<file path="src/rtl/rhm_pkg.sv">
package rhm_pkg;
    // default geometry of the length counter
    localparam int DEF_CNT_W   = 29;
    localparam int DEF_TICKS   = 25_000_000;
    localparam int DEF_THR_W   = 5;
    localparam int REG_W       = 32;
    localparam int CLR_BIT     = 31;

    // command presented to the counter each cycle
    typedef struct packed {
        logic clr;
        logic inc;
    } cnt_cmd_t;
endpackage

</file>
<file path="src/rtl/rhm_sync.sv">
module rhm_sync (
    input  logic clk,
    input  logic rst_n,
    input  logic pin_n,
    output logic pin_low
);
    typedef struct packed {
        logic s1;
        logic s2;
    } sync_t;

    sync_t st_d, st_q;

    always_comb begin
        st_d    = st_q;
        st_d.s1 = pin_n;
        st_d.s2 = st_q.s1;
    end

    always_ff @(posedge clk or negedge rst_n) begin
        if (!rst_n) begin
            st_q <= '{s1: 1'b1, s2: 1'b1};
        end else begin
            st_q <= st_d;
        end
    end

    assign pin_low = ~st_q.s2;
endmodule

</file>
<file path="src/rtl/rhm_counter.sv">
module rhm_counter
    import rhm_pkg::*;
#(
    parameter int CNT_W = DEF_CNT_W
) (
    input  logic             clk,
    input  logic             rst_n,
    input  cnt_cmd_t         cmd,
    output logic [CNT_W-1:0] count
);
    localparam logic [CNT_W-1:0] CNT_MAX = {CNT_W{1'b1}};

    typedef struct packed {
        logic [CNT_W-1:0] cnt;
    } cnt_st_t;

    cnt_st_t st_d, st_q;

    always_comb begin
        st_d = st_q;
        if (cmd.clr) begin
            st_d.cnt = '0;
        end else if (cmd.inc && (st_q.cnt != CNT_MAX)) begin
            st_d.cnt = st_q.cnt + 1'b1;
        end
    end

    always_ff @(posedge clk or negedge rst_n) begin
        if (!rst_n) begin
            st_q <= '0;
        end else begin
            st_q <= st_d;
        end
    end

    assign count = st_q.cnt;
endmodule

</file>
<file path="src/rtl/rhm_limit.sv">
module rhm_limit
    import rhm_pkg::*;
#(
    parameter int CNT_W = DEF_CNT_W,
    parameter int TICKS = DEF_TICKS,
    parameter int THR_W = DEF_THR_W
) (
    input  logic             clk,
    input  logic             rst_n,
    input  logic [THR_W-1:0] thr_sec,
    input  logic [CNT_W-1:0] count,
    output logic             hit
);
    localparam int TK_W  = $clog2(TICKS + 1);
    localparam int LIM_W = TK_W + THR_W;
    localparam int CMP_W = (LIM_W > CNT_W) ? LIM_W : CNT_W;

    typedef struct packed {
        logic [CMP_W-1:0] lim;
        logic             armed;
    } lim_st_t;

    lim_st_t st_d, st_q;

    always_comb begin
        st_d       = st_q;
        st_d.lim   = CMP_W'(TICKS) * CMP_W'(thr_sec);
        st_d.armed = |thr_sec;
    end

    always_ff @(posedge clk or negedge rst_n) begin
        if (!rst_n) begin
            st_q <= '0;
        end else begin
            st_q <= st_d;
        end
    end

    assign hit = st_q.armed && (CMP_W'(count) >= st_q.lim);
endmodule

</file>
<file path="src/rtl/rst_hold_meter.sv">
module rst_hold_meter
    import rhm_pkg::*;
#(
    parameter int CNT_W = DEF_CNT_W,
    parameter int TICKS = DEF_TICKS,
    parameter int THR_W = DEF_THR_W
) (
    input  logic             clk,
    input  logic             rst_n,
    input  logic             ext_rst_n,
    input  logic             wr_en,
    input  logic [31:0]      wr_data,
    input  logic [THR_W-1:0] hold_limit_sec,
    output logic [31:0]      rd_data,
    output logic             long_press
);
    localparam int PAD_W = REG_W - CNT_W;

    logic             pin_low;
    cnt_cmd_t         cmd;
    logic [CNT_W-1:0] count;
    logic             unused_wr_bits;

    rhm_sync u_sync (
        .clk     (clk),
        .rst_n   (rst_n),
        .pin_n   (ext_rst_n),
        .pin_low (pin_low)
    );

    always_comb begin
        cmd.clr = wr_en & wr_data[CLR_BIT];
        cmd.inc = pin_low;
    end

    assign unused_wr_bits = ^wr_data[CLR_BIT-1:0];

    rhm_counter #(.CNT_W(CNT_W)) u_cnt (
        .clk   (clk),
        .rst_n (rst_n),
        .cmd   (cmd),
        .count (count)
    );

    rhm_limit #(.CNT_W(CNT_W), .TICKS(TICKS), .THR_W(THR_W)) u_lim (
        .clk     (clk),
        .rst_n   (rst_n),
        .thr_sec (hold_limit_sec),
        .count   (count),
        .hit     (long_press)
    );

    assign rd_data = {{PAD_W{1'b0}}, count};
endmodule

</file>
<file path="config.mk">
export PLATFORM = sky130hd
export DESIGN_NAME = rst_hold_meter
export DESIGN_NICKNAME = d
export VERILOG_FILES = /design/src/rtl/rhm_pkg.sv /design/src/rtl/rhm_sync.sv /design/src/rtl/rhm_counter.sv /design/src/rtl/rhm_limit.sv /design/src/rtl/rst_hold_meter.sv
export SDC_FILE = /design/constraint.sdc
export NUM_CORES = 1
export LEC_CHECK = 0
export BUFFER_PORTS_ARGS = -buffer_cell sky130_fd_sc_hd__buf_2
export CORE_ASPECT_RATIO = 1.25
export CORE_UTILIZATION = 62
export CTS_CLUSTER_DIAMETER = 60
export DETAILED_ROUTE_END_ITERATION = 8
export GPL_TIMING_DRIVEN = 0
export MAX_ROUTING_LAYER = met4
export PLACE_DENSITY = 0.87
export SLEW_MARGIN = 20
export SYNTH_ARGS = -nofsm -noshare
export SYNTH_HDL_FRONTEND = slang
export SYNTH_SLANG_ARGS = --single-unit
export TNS_END_PERCENT = 100
</file>
<file path="constraint.sdc">
create_clock -name clk -period 3.3 [get_ports clk]
set_clock_uncertainty 0.2 [all_clocks]
set_input_delay 0.66 -clock clk [delete_from_list [all_inputs] [get_ports clk]]
set_output_delay 0.66 -clock clk [all_outputs]
set_load 0.05 [all_outputs]
</file>
Word level (Yosys, flattened, before mapping)
Index checks and enable logic that the tools add are counted.
{ "classes": {"reduce_logical": 4, "n_bitwise": 2, "muxes": 2, "n_mul": 1, "eq_ne": 1, "order_cmp": 1, "add_sub_neg": 1} }
{ "op_table": {"columns": ["cell", "n"], "rows": [
  ["29-bit 2-to-1 mux", 2],
  ["29-bit by 30-bit greater-or-equal comparator with 1-bit output", 1],
  ["29-bit by 1-bit adder with 29-bit output (second input constant)", 1],
  ["29-bit != test (second input constant)", 1],
  ["19-bit by 5-bit multiplier with 24-bit output (first input constant)", 1],
  ["5-bit OR reduction", 1],
  ["1-bit logical AND", 2],
  ["2-bit nonzero test", 1],
  ["1-bit bitwise AND", 1],
  ["1-bit NOT", 1]
]} }
{ "word_totals": {"output_inout_bits": 33, "regBits": 56, "inputBits": 41} }

Logic depth before layout (Yosys ltp)
Gate-level depths: netlist of the first run.
{ "depth": {"ltp_word": 4, "depth_mapped": 13, "depth_no_buf": 13} }

Hierarchy
From an unflattened synthesis of the first run, not the netlist that was laid out.
{ "unflattened": {"cells_unflattened": 471, "hier_area_um2": 4404.2} }
{ "by_module_without_submodules": {"columns": ["module", "instances", "cells_per_inst", "area_each_um2", "seq_area_each_um2"], "rows": [
  ["rhm_limit", 1, 287, 2657.5, 600.6],
  ["rhm_counter", 1, 176, 1657.8, 725.7],
  ["rhm_sync", 1, 3, 56.3, 52.6],
  ["rst_hold_meter", 1, 5, 32.5, 0.0]
]} }

Least setup slack after synthesis of the first run
Ideal clock, no wire load.
{ "synth_path": {"path_kind": "in2reg", "start": "in hold_limit_sec[2]", "end": "reg u_lim.st_q[30] in the netlist's numbering", "required_time_ps": 2969, "arrival_ps": 3652, "path_slack_ps": -683, "stages": 11, "path_cell_list": "fa_1 inv_1 fa_1 inv_1 fa_1 ha_1 a211oi_1 a22oi_1 nand3_1 and3_1 or3_1"} }
{ "synth_rtl": {"columns": ["element", "line", "source"], "rows": [
  ["from (decl)", "rst_hold_meter.sv:13", "input logic [THR_W-1:0] hold_limit_sec,"],
  ["to (signal assigned)", "rhm_limit.sv:35", "st_q <= st_d;"],
  ["to (decl)", "rhm_limit.sv:23", "lim_st_t st_d, st_q;"]
]} }

==> summary.txt, run 1 <==
Critical path
  • Maximum single-stage delay on the critical path: 0.59 ns
  • Worst path arrival time: 3.95 ns
  • Launch point of the worst path: hold_limit_sec[2]
  • Endpoint of the worst-slack reg-to-reg timing path: u_cnt.count[12]
  • Critical path data required time: 3.31 ns
  • Slowest-stage cell, CP: sky130_fd_sc_hd__fa_2
  • Worst setup EP type: register
  • Most used cell along the critical path: sky130_fd_sc_hd__buf_4
  • Critical Path Fanout Max: 3
  • Launch instance of the worst register-to-register path: u_cnt.count[24]
  • Count of cells along the worst register-to-register path: 6
  • Critical Path End: u_lim.st_q[26]
  • Crit path kind: input pin to register
  • Worst Setup Start Kind: input pin
  • Worst-path cell chain: buf_12 > fa_2 > inv_2 > fa_2 > inv_2 > fa_1 > ha_4 > a211oi_4 > buf_4 > a22oi_2 > buf_4 > buf_4 > a31oi_4 > o21bai_1 > xnor2_1
  • Worst R2R Setup Slack: 0.97 ns

GRT
  • GRT Total Usage: 30.1%
  • Global-route wire length before repair: 16900 µm
  • Initial antenna violation count: 0
  • Via count of the first global-routing pass: 3737
  • Maximum number of pins on one net before global-route repair: 29
  • Total congestion overflow: 0

Timing
  • Rel. slew slack: 57.2%
  • Setup repair after global routing missed its margin: true
  • Slack of the critical path: -0.642 ns
  • Count of pins over their slew limit: 0
  • Hold_ws: 0.150 ns
  • Period utilisation layout: 119%
  • Final critical path time including I/O delays and setup: 3.94 ns
  • Final hold violations: 0
  • Setup-failing EPs final: 11
  • Slew at the pin with the worst max-slew slack: 0.642 ns
  • Achievable Freq: 254 MHz

Floorplan
  • Initial Utilization: 63.8%
  • Top-Level Pins: 74
  • Core outline area: 0.00693 mm²
  • Site Rows: 34
  • Floorplan die area: 0.00748 mm²
  • Vertical die dimension: 96.4 µm
  • Die X: 77.5 µm

Status
  • Failing checks: setup timing
  • Run status: finished with violations

Layout
  • Synth-to-layout area growth: 22.8%
  • Cell area after layout: 0.00543 mm²
  • Antenna cell count: 0
  • Fraction of layout instances using a drive strength above 1: 27.1%
  • Filler instances: 412
  • Final nets: 651

Synthesis
  • Post-synthesis register bit count: 55
  • Multiplexer fraction of the synthesized cell area: 0.226%
  • Synth warn: 0
  • Post-synthesis xor/xnor area fraction: 6.54%
  • Simple-gate area share of the yosys netlist: 18.1%
  • Count of flip-flops with a built-in enable after synthesis: 0
  • Mapped cell area: 0.00442 mm²
  • Count of unique library cells instantiated by Yosys: 63
  • Main combinational cell family by area after synthesis: adder cells
  • Post-synthesis area per instance: 9.59 µm²
  • Adder and majority gate portion of the synthesized area: 23.8%
  • Share of the synthesized area in compound gates (AO/OA/AOI/OAI): 12.6%
  • Dominant register cell in the synthesized netlist: sky130_fd_sc_hd__dfrtp_1
  • FFs w/ async S/R, synth: 100%
  • Portion of the post-synthesis area used by sequential elements: 31.2%
  • Cell count after synthesis: 461

Drt
  • Detailed-route via count: 3870
  • Vias per inst: 6.18
  • Routed wirelength normalized by instance count: 19.3 µm
  • DRC Markers: 0
  • Detailed Route WL: 12100 µm
  • Antenna-violating nets left: 0
  • Initial detailed-routing violation count: 237
  • 1st-pass router iterations: 5

Clock network
  • Clock-pin slew reported for the worst setup and hold paths after clock tree synthesis: 0.10 ns
  • CTS tree: built
  • Number of buffers created by CTS: 5
  • CTS H-tree lvls: 2
  • Root Driver: sky130_fd_sc_hd__clkbuf_8
  • Clock latency on the worst-skew pair: 0.32 ns
  • Max Root-Sink Buffers: 2
  • Number of clock sinks seen by CTS: 55

Power and ir drop
  • Cell area power density: 562 mW/mm²
  • Leakage component of the power: 0.00271 µW
  • Worst supply voltage drop on vdd: 386 µV

Placement
  • Routability cong.: 0.900
  • Pre-CTS setup slack: -0.998 ns
  • Sum of net half-perimeters after detailed placement: 7520 µm
  • Number of buffers inserted by port buffering: 39
  • Cell area after placement: 0.00482 mm²

Hold path
  • Tightest Hold Check Type: input pin to async pin

Run
  • Max-cap check violation count: 0
==> per-stage QoR <==
| step | total power (µW) | setup TNS (ns) | util, % | instances |
|---|---|---|---|---|
| after floorplan | 1730 | -3.37 | - | 463 |
| after global placement | 1930 | -7.77 | 69.2 | 592 |
| after detailed placement | 2000 | -8.77 | 69.5 | 593 |
| after CTS | 2580 | -3.03 | 73.7 | 615 |
| after global routing | 3190 | -5.10 | 78.3 | 626 |
| final | 3050 | -4.54 | 78.3 | 626 |
==> sequential cells by signal, summed over array words and instances (netlist names) <==
signal and cells:
u_sync.st_q 1, u_sync.st_d 1, u_cnt.count 29, u_lim.st_q 24
==> final cells by class <==
| class | count | area, µm² | share of cell area [%] |
|---|---|---|---|
| multi-input cells | 325 | 3040 | 56.0 |
| plain buffers | 9 | 53.8 | 0.991 |
| clock inverters | 2 | 35.0 | 0.645 |
| repair buffers | 65 | 448 | 8.25 |
| clock buffers | 6 | 82.6 | 1.52 |
| well taps | 90 | 113 | 2.07 |
| inverters | 74 | 278 | 5.12 |
| flip-flops and latches | 55 | 1380 | 25.4 |
==> worst min path at each step <==
stage	to	startpoint	slack [ns]	cells past startpoint
2_1_floorplan	u_sync.st_q[0]	u_sync.st_d[0]	0.15	0
3_3_place_gp	u_sync.st_q[0]	u_sync.st_d[0]	0.15	0
3_5_place_dp	u_sync.st_q[0]	u_sync.st_d[0]	0.15	0
4_1_cts	u_sync.st_q[0]	u_sync.st_d[0]	0.16	0
5_1_grt	u_sync.st_q[0]	u_sync.st_d[0]	0.17	0
6_report	u_cnt.count[12]	rst_n	0.15	1
==> repair_timing <==
item                                    CTS  global route
endpoints found under the hold margin     0             0
resized for setup                        24            40
pin swaps                                14            16
endpoints found under the setup margin   13            13
buffers inserted                         14            12
hold buffers                              0             0
gates cloned                              0             0
==> logic make-up (layout without fill, tap and decap cells) <==
| kind of cell | Yosys count | in the layout |
|---|---|---|
| buffers and inverters | 83 | 156 |
| multiplexers | 1 | 1 |
| flip-flops | 55 | 55 |
| other | 1 | 3 |
| XOR/XNOR | 33 | 33 |
| AND/OR/NAND/NOR | 139 | 139 |
| adder cells (fa/ha/maj) | 75 | 75 |
| AO/OA/AOI/OAI | 74 | 74 |
==> metal layers <==
| layer | up-vias | GRT usage, % | share of wire (%) |
|---|---|---|---|
| li1 | 1719 | - | - |
| met1 | 1882 | 31.0 | 37 |
| met2 | 190 | 55.1 | 51 |
| met3 | 79 | 4.32 | 4.7 |
| met4 | 0 | 17.8 | 7.3 |
| met5 | - | - | 0 |
==> worst max-delay path, delay by kind of cell <==
| kind | cells | cell delay (ns) |
|---|---|---|
| AO/OA/AOI/OAI | 4 | 0.60 |
| XOR/XNOR | 1 | 0.13 |
| adder cells (fa/ha/maj) | 4 | 1.87 |
| buffers and inverters | 6 | 0.68 |
==> cells in the final DEF (no fill, tap or decap), drive strengths merged, types with 4 or more instances in the layout <==
cell type	count
clkbuf	11
nor2	40
xnor2	28
nand4	13
inv	74
nor3b	4
ha	60
and2	5
a21o	8
xor2	5
nand3	16
a21oi	18
nor4	4
fa	15
buf	69
nand2	16
a211oi	9
o21ai	12
nor3	17
and3	9
dfrtp	53
nor2b	5
==> cells in the mapped netlist, types with 5 or more instances <==
| cell | number | share of area (%) |
|---|---|---|
| sky130_fd_sc_hd__a21oi_1 | 17 | 1.9 |
| sky130_fd_sc_hd__nor2b_1 | 5 | 0.71 |
| sky130_fd_sc_hd__xor2_1 | 5 | 0.99 |
| sky130_fd_sc_hd__and3_1 | 5 | 0.71 |
| sky130_fd_sc_hd__nand3_1 | 14 | 1.6 |
| sky130_fd_sc_hd__a21o_1 | 8 | 1.4 |
| sky130_fd_sc_hd__nor3_1 | 15 | 1.7 |
| sky130_fd_sc_hd__ha_1 | 60 | 17 |
| sky130_fd_sc_hd__o21ai_0 | 12 | 1.4 |
| sky130_fd_sc_hd__nand4_1 | 11 | 1.6 |
| sky130_fd_sc_hd__nand2_1 | 16 | 1.4 |
| sky130_fd_sc_hd__dfrtp_1 | 53 | 30 |
| sky130_fd_sc_hd__fa_1 | 15 | 6.8 |
| sky130_fd_sc_hd__a211oi_1 | 9 | 1.5 |
| sky130_fd_sc_hd__xnor2_1 | 28 | 5.5 |
| sky130_fd_sc_hd__inv_1 | 74 | 6.3 |
| sky130_fd_sc_hd__nor2_1 | 38 | 3.2 |
| sky130_fd_sc_hd__and2_1 | 5 | 0.71 |
==> report_power, final <==
part	internal [µW]	switching (µW)	total [µW]
Sequential	798	53.0	851
Clock	246	221	467
Combinational	765	964	1730
Total	1810	1240	3050
Note: power is estimated with default switching activity, not from simulation.
==> run 2: changes to the inputs <==
--- a/config.mk
+++ b/config.mk
@@ -7,14 +7,17 @@
 export LEC_CHECK = 0
 export BUFFER_PORTS_ARGS = -buffer_cell sky130_fd_sc_hd__buf_2
 export CORE_ASPECT_RATIO = 1.25
+export CORE_MARGIN = 4
 export CORE_UTILIZATION = 62
 export CTS_CLUSTER_DIAMETER = 60
 export DETAILED_ROUTE_END_ITERATION = 8
 export GPL_TIMING_DRIVEN = 0
 export MAX_ROUTING_LAYER = met4
 export PLACE_DENSITY = 0.87
+export RECOVER_POWER = 50
 export SLEW_MARGIN = 20
 export SYNTH_ARGS = -nofsm -noshare
 export SYNTH_HDL_FRONTEND = slang
+export SYNTH_HIERARCHICAL = 1
 export SYNTH_SLANG_ARGS = --single-unit
 export TNS_END_PERCENT = 100
==> run 2 against run 1 <==
Net effect:
- the flow still finishes with violations (setup timing)
- register-to-register slack got worse by 0.22 ns
- first-iteration DRC count fell by 3.4%
- sequential power rose by 0.8%
- critical path depth fell by 1
- hold slack improved by 0.016 ns
- sequential share of layout area rose by 0.74 points
- maximum frequency rose by 8.0%
- count of clock-buffer cells in the layout rose by 1
- total power fell by 6.3%
- wire length fell by 4.9%
- clock power fell by 19%
- non-clock buffer count fell by 4
- critical path type unchanged
==> summary.txt, run 2 <==
Timing
  • Final critical path time including I/O delays and setup: 3.65 ns
  • Setup-failing EPs final: 13
  • Achievable Freq: 274 MHz
  • Period utilisation layout: 111%
  • Final hold violations: 0
  • Rel. slew slack: 55.2%
  • Slack of the critical path: -0.351 ns
  • Setup repair after global routing missed its margin: true
  • Count of pins over their slew limit: 0
  • Hold_ws: 0.165 ns
  • Slew at the pin with the worst max-slew slack: 0.672 ns

Synthesis
  • Post-synthesis register bit count: 55
  • Mapped cell area: 0.00440 mm²
  • Count of unique library cells instantiated by Yosys: 63
  • Fraction of post-synthesis cell area in the top cell type by area: 30.1%
  • Post-synthesis area per instance: 9.35 µm²
  • Cell count after synthesis: 471
  • Cell types with the largest area share after synthesis: sky130_fd_sc_hd__dfrtp_1, sky130_fd_sc_hd__ha_1, sky130_fd_sc_hd__fa_1
  • Most area-hungry cell type in the Yosys netlist: sky130_fd_sc_hd__dfrtp_1
  • Simple-gate area share of the yosys netlist: 17.8%
  • Synth warn: 6
  • Portion of the post-synthesis area used by sequential elements: 31.3%
  • Most frequent cell after synthesis: sky130_fd_sc_hd__inv_1
  • Adder and majority gate portion of the synthesized area: 23.6%
  • Post-synthesis xor/xnor area fraction: 4.97%
  • Count of flip-flops with a built-in enable after synthesis: 0
  • Multiplexer fraction of the synthesized cell area: 0.483%
  • FFs w/ async S/R, synth: 100%
  • Share of the synthesized area in compound gates (AO/OA/AOI/OAI): 14.5%
  • Top cells by instance count after synthesis: sky130_fd_sc_hd__inv_1, sky130_fd_sc_hd__ha_1, sky130_fd_sc_hd__dfrtp_1, sky130_fd_sc_hd__nor2_1, sky130_fd_sc_hd__a21oi_1
  • Dominant register cell in the synthesized netlist: sky130_fd_sc_hd__dfrtp_1
  • Main combinational cell family by area after synthesis: adder cells

Status
  • Failing checks: setup timing
  • Run status: finished with violations

Clock network
  • Clock latency on the worst-skew pair: 0.31 ns
  • Number of hold buffers added after CTS: 0
  • Root Driver: sky130_fd_sc_hd__clkbuf_8
  • Number of buffers created by CTS: 5
  • CTS H-tree lvls: 2
  • Clock-pin slew reported for the worst setup and hold paths after clock tree synthesis: 0.10 ns
  • CTS tree: built
  • Max Root-Sink Buffers: 2
  • Number of clock sinks seen by CTS: 55

Critical path
  • Worst path arrival time: 3.63 ns
  • Worst setup EP type: register
  • Critical Path Fanout Max: 6
  • Crit path kind: input pin to register
  • Critical path data required time: 3.28 ns
  • Worst Setup Start Kind: input pin

Floorplan
  • Top-Level Pins: 74
  • Vertical die dimension: 102 µm
  • Site Rows: 34
  • Die X: 83.4 µm
  • Initial Utilization: 63.5%
  • Core outline area: 0.00693 mm²
  • Floorplan die area: 0.00852 mm²

GRT
  • Global-route wire length before repair: 17300 µm
  • GRT Total Usage: 26.2%
  • Initial antenna violation count: 0
  • Maximum number of pins on one net before global-route repair: 56
  • Via count of the first global-routing pass: 3768
  • Total congestion overflow: 0

Drt
  • Routed wirelength normalized by instance count: 18.2 µm
  • Vias per inst: 6.03
  • Detailed-route via count: 3797
  • 1st-pass router iterations: 5
  • Antenna-violating nets left: 0
  • Initial detailed-routing violation count: 229
  • DRC Markers: 0
  • Detailed Route WL: 11500 µm

Layout
  • Leading cell types in the layout, fill and taps excluded: sky130_fd_sc_hd__inv_1, sky130_fd_sc_hd__dfrtp_1, sky130_fd_sc_hd__ha_1
  • Flip-flop count of the largest register after layout: 29
  • Most common library cell in the layout ignoring fill and taps: sky130_fd_sc_hd__inv_1
  • Antenna cell count: 0
  • Cell area after layout: 0.00528 mm²
  • Filler-free cell count of the finished design: 630
  • Synth-to-layout area growth: 19.9%
  • Final nets: 654
  • Fraction of layout instances using a drive strength above 1: 25.2%

Run
  • Max-cap check violation count: 0

Placement
  • Pre-CTS setup slack: -0.952 ns
  • Routability cong.: 0.934
  • Sum of net half-perimeters after detailed placement: 7760 µm
  • Cell area after placement: 0.00482 mm²
  • DP Cell Count: 602
  • Number of buffers inserted by port buffering: 39

Power and ir drop
  • Final Power: 2850 µW
  • Leakage component of the power: 0.00258 µW
  • Cell area power density: 541 mW/mm²
  • Worst supply voltage drop on vdd: 481 µV

Hold path
  • Tightest Hold Check Type: register to register
[run 2: what timing repair did]
action                                  4_1_cts  5_1_grt
gates resized for setup                      29       24
pin swaps                                    19       25
endpoints found under the setup margin       13       13
buffers inserted                             13        8
[run 2: report_power, final]
part / switching (µW) / internal (µW)
logic: 909 / 710
clock network: 208 / 170
registers: 60.3 / 797
total: 1180 / 1680
[run 2: logic make-up after synthesis]
| kind of cell | Yosys count |
|---|---|
| buf+inv | 79 |
| xor+xnor | 25 |
| simple gates | 139 |
| flops | 55 |
| mux | 2 |
| fa+ha+maj | 74 |
| compound gates | 96 |
| other cells | 1 |
[run 2: routing by layer]
layer  up-vias  track usage [%]  wire length, µm
met3        56             3.55              499
li1       1761                -                -
met1      1824             26.8             4160
met4         0             12.7              662
met5         -                -                0
met2       156             49.3             6150
[run 2: worst max-delay path: stages]
cell                       delay [ns]
sky130_fd_sc_hd__buf_12          0.10
sky130_fd_sc_hd__buf_4           0.13
sky130_fd_sc_hd__buf_4           0.14
sky130_fd_sc_hd__fa_1            0.50
sky130_fd_sc_hd__inv_1           0.05
sky130_fd_sc_hd__fa_1            0.50
sky130_fd_sc_hd__inv_1           0.05
sky130_fd_sc_hd__ha_2            0.33
sky130_fd_sc_hd__a21o_1          0.24
sky130_fd_sc_hd__nor2_2          0.15
sky130_fd_sc_hd__o211ai_1        0.20
sky130_fd_sc_hd__a311oi_2        0.28
sky130_fd_sc_hd__o21ai_1         0.14
sky130_fd_sc_hd__xor2_1          0.16
[run 2: worst paths after layout]
check                      slack [ns]              start  cells past startpoint               to
hold reg to reg                  0.17     u_sync/st_d[0]                      0   u_sync/st_q[0]
setup reg to reg                 0.75     u_cnt/count[0]                      7  u_cnt/count[26]
setup / recovery                -0.35  hold_limit_sec[3]                     14   u_lim/st_q[29]
hold / removal                   0.17     u_sync/st_d[0]                      0   u_sync/st_q[0]
min in group asynchronous        0.18              rst_n                      1   u_cnt/count[3]
max in group asynchronous        2.25              rst_n                      1  u_cnt/count[11]
[run 2: per-stage QoR]
step / TNS (ns) / util [%]
final: -2.68 / 76.1
after global routing: -3.57 / 76.1
after CTS: -1.77 / 73.8
after detailed placement: -7.81 / 69.6
after global placement: -7.32 / 69.5
after floorplan: -2.69 / -
[run 2: final cells by class]
cell class	instances	area, µm²
multi-input cells	339	2980
fillers	461	1660
flip-flops and latches	55	1380
repair buffers	59	398
inverters	68	255
well taps	90	113
clock buffers	7	86.3
plain buffers	11	65.1
clock inverters	1	5.00
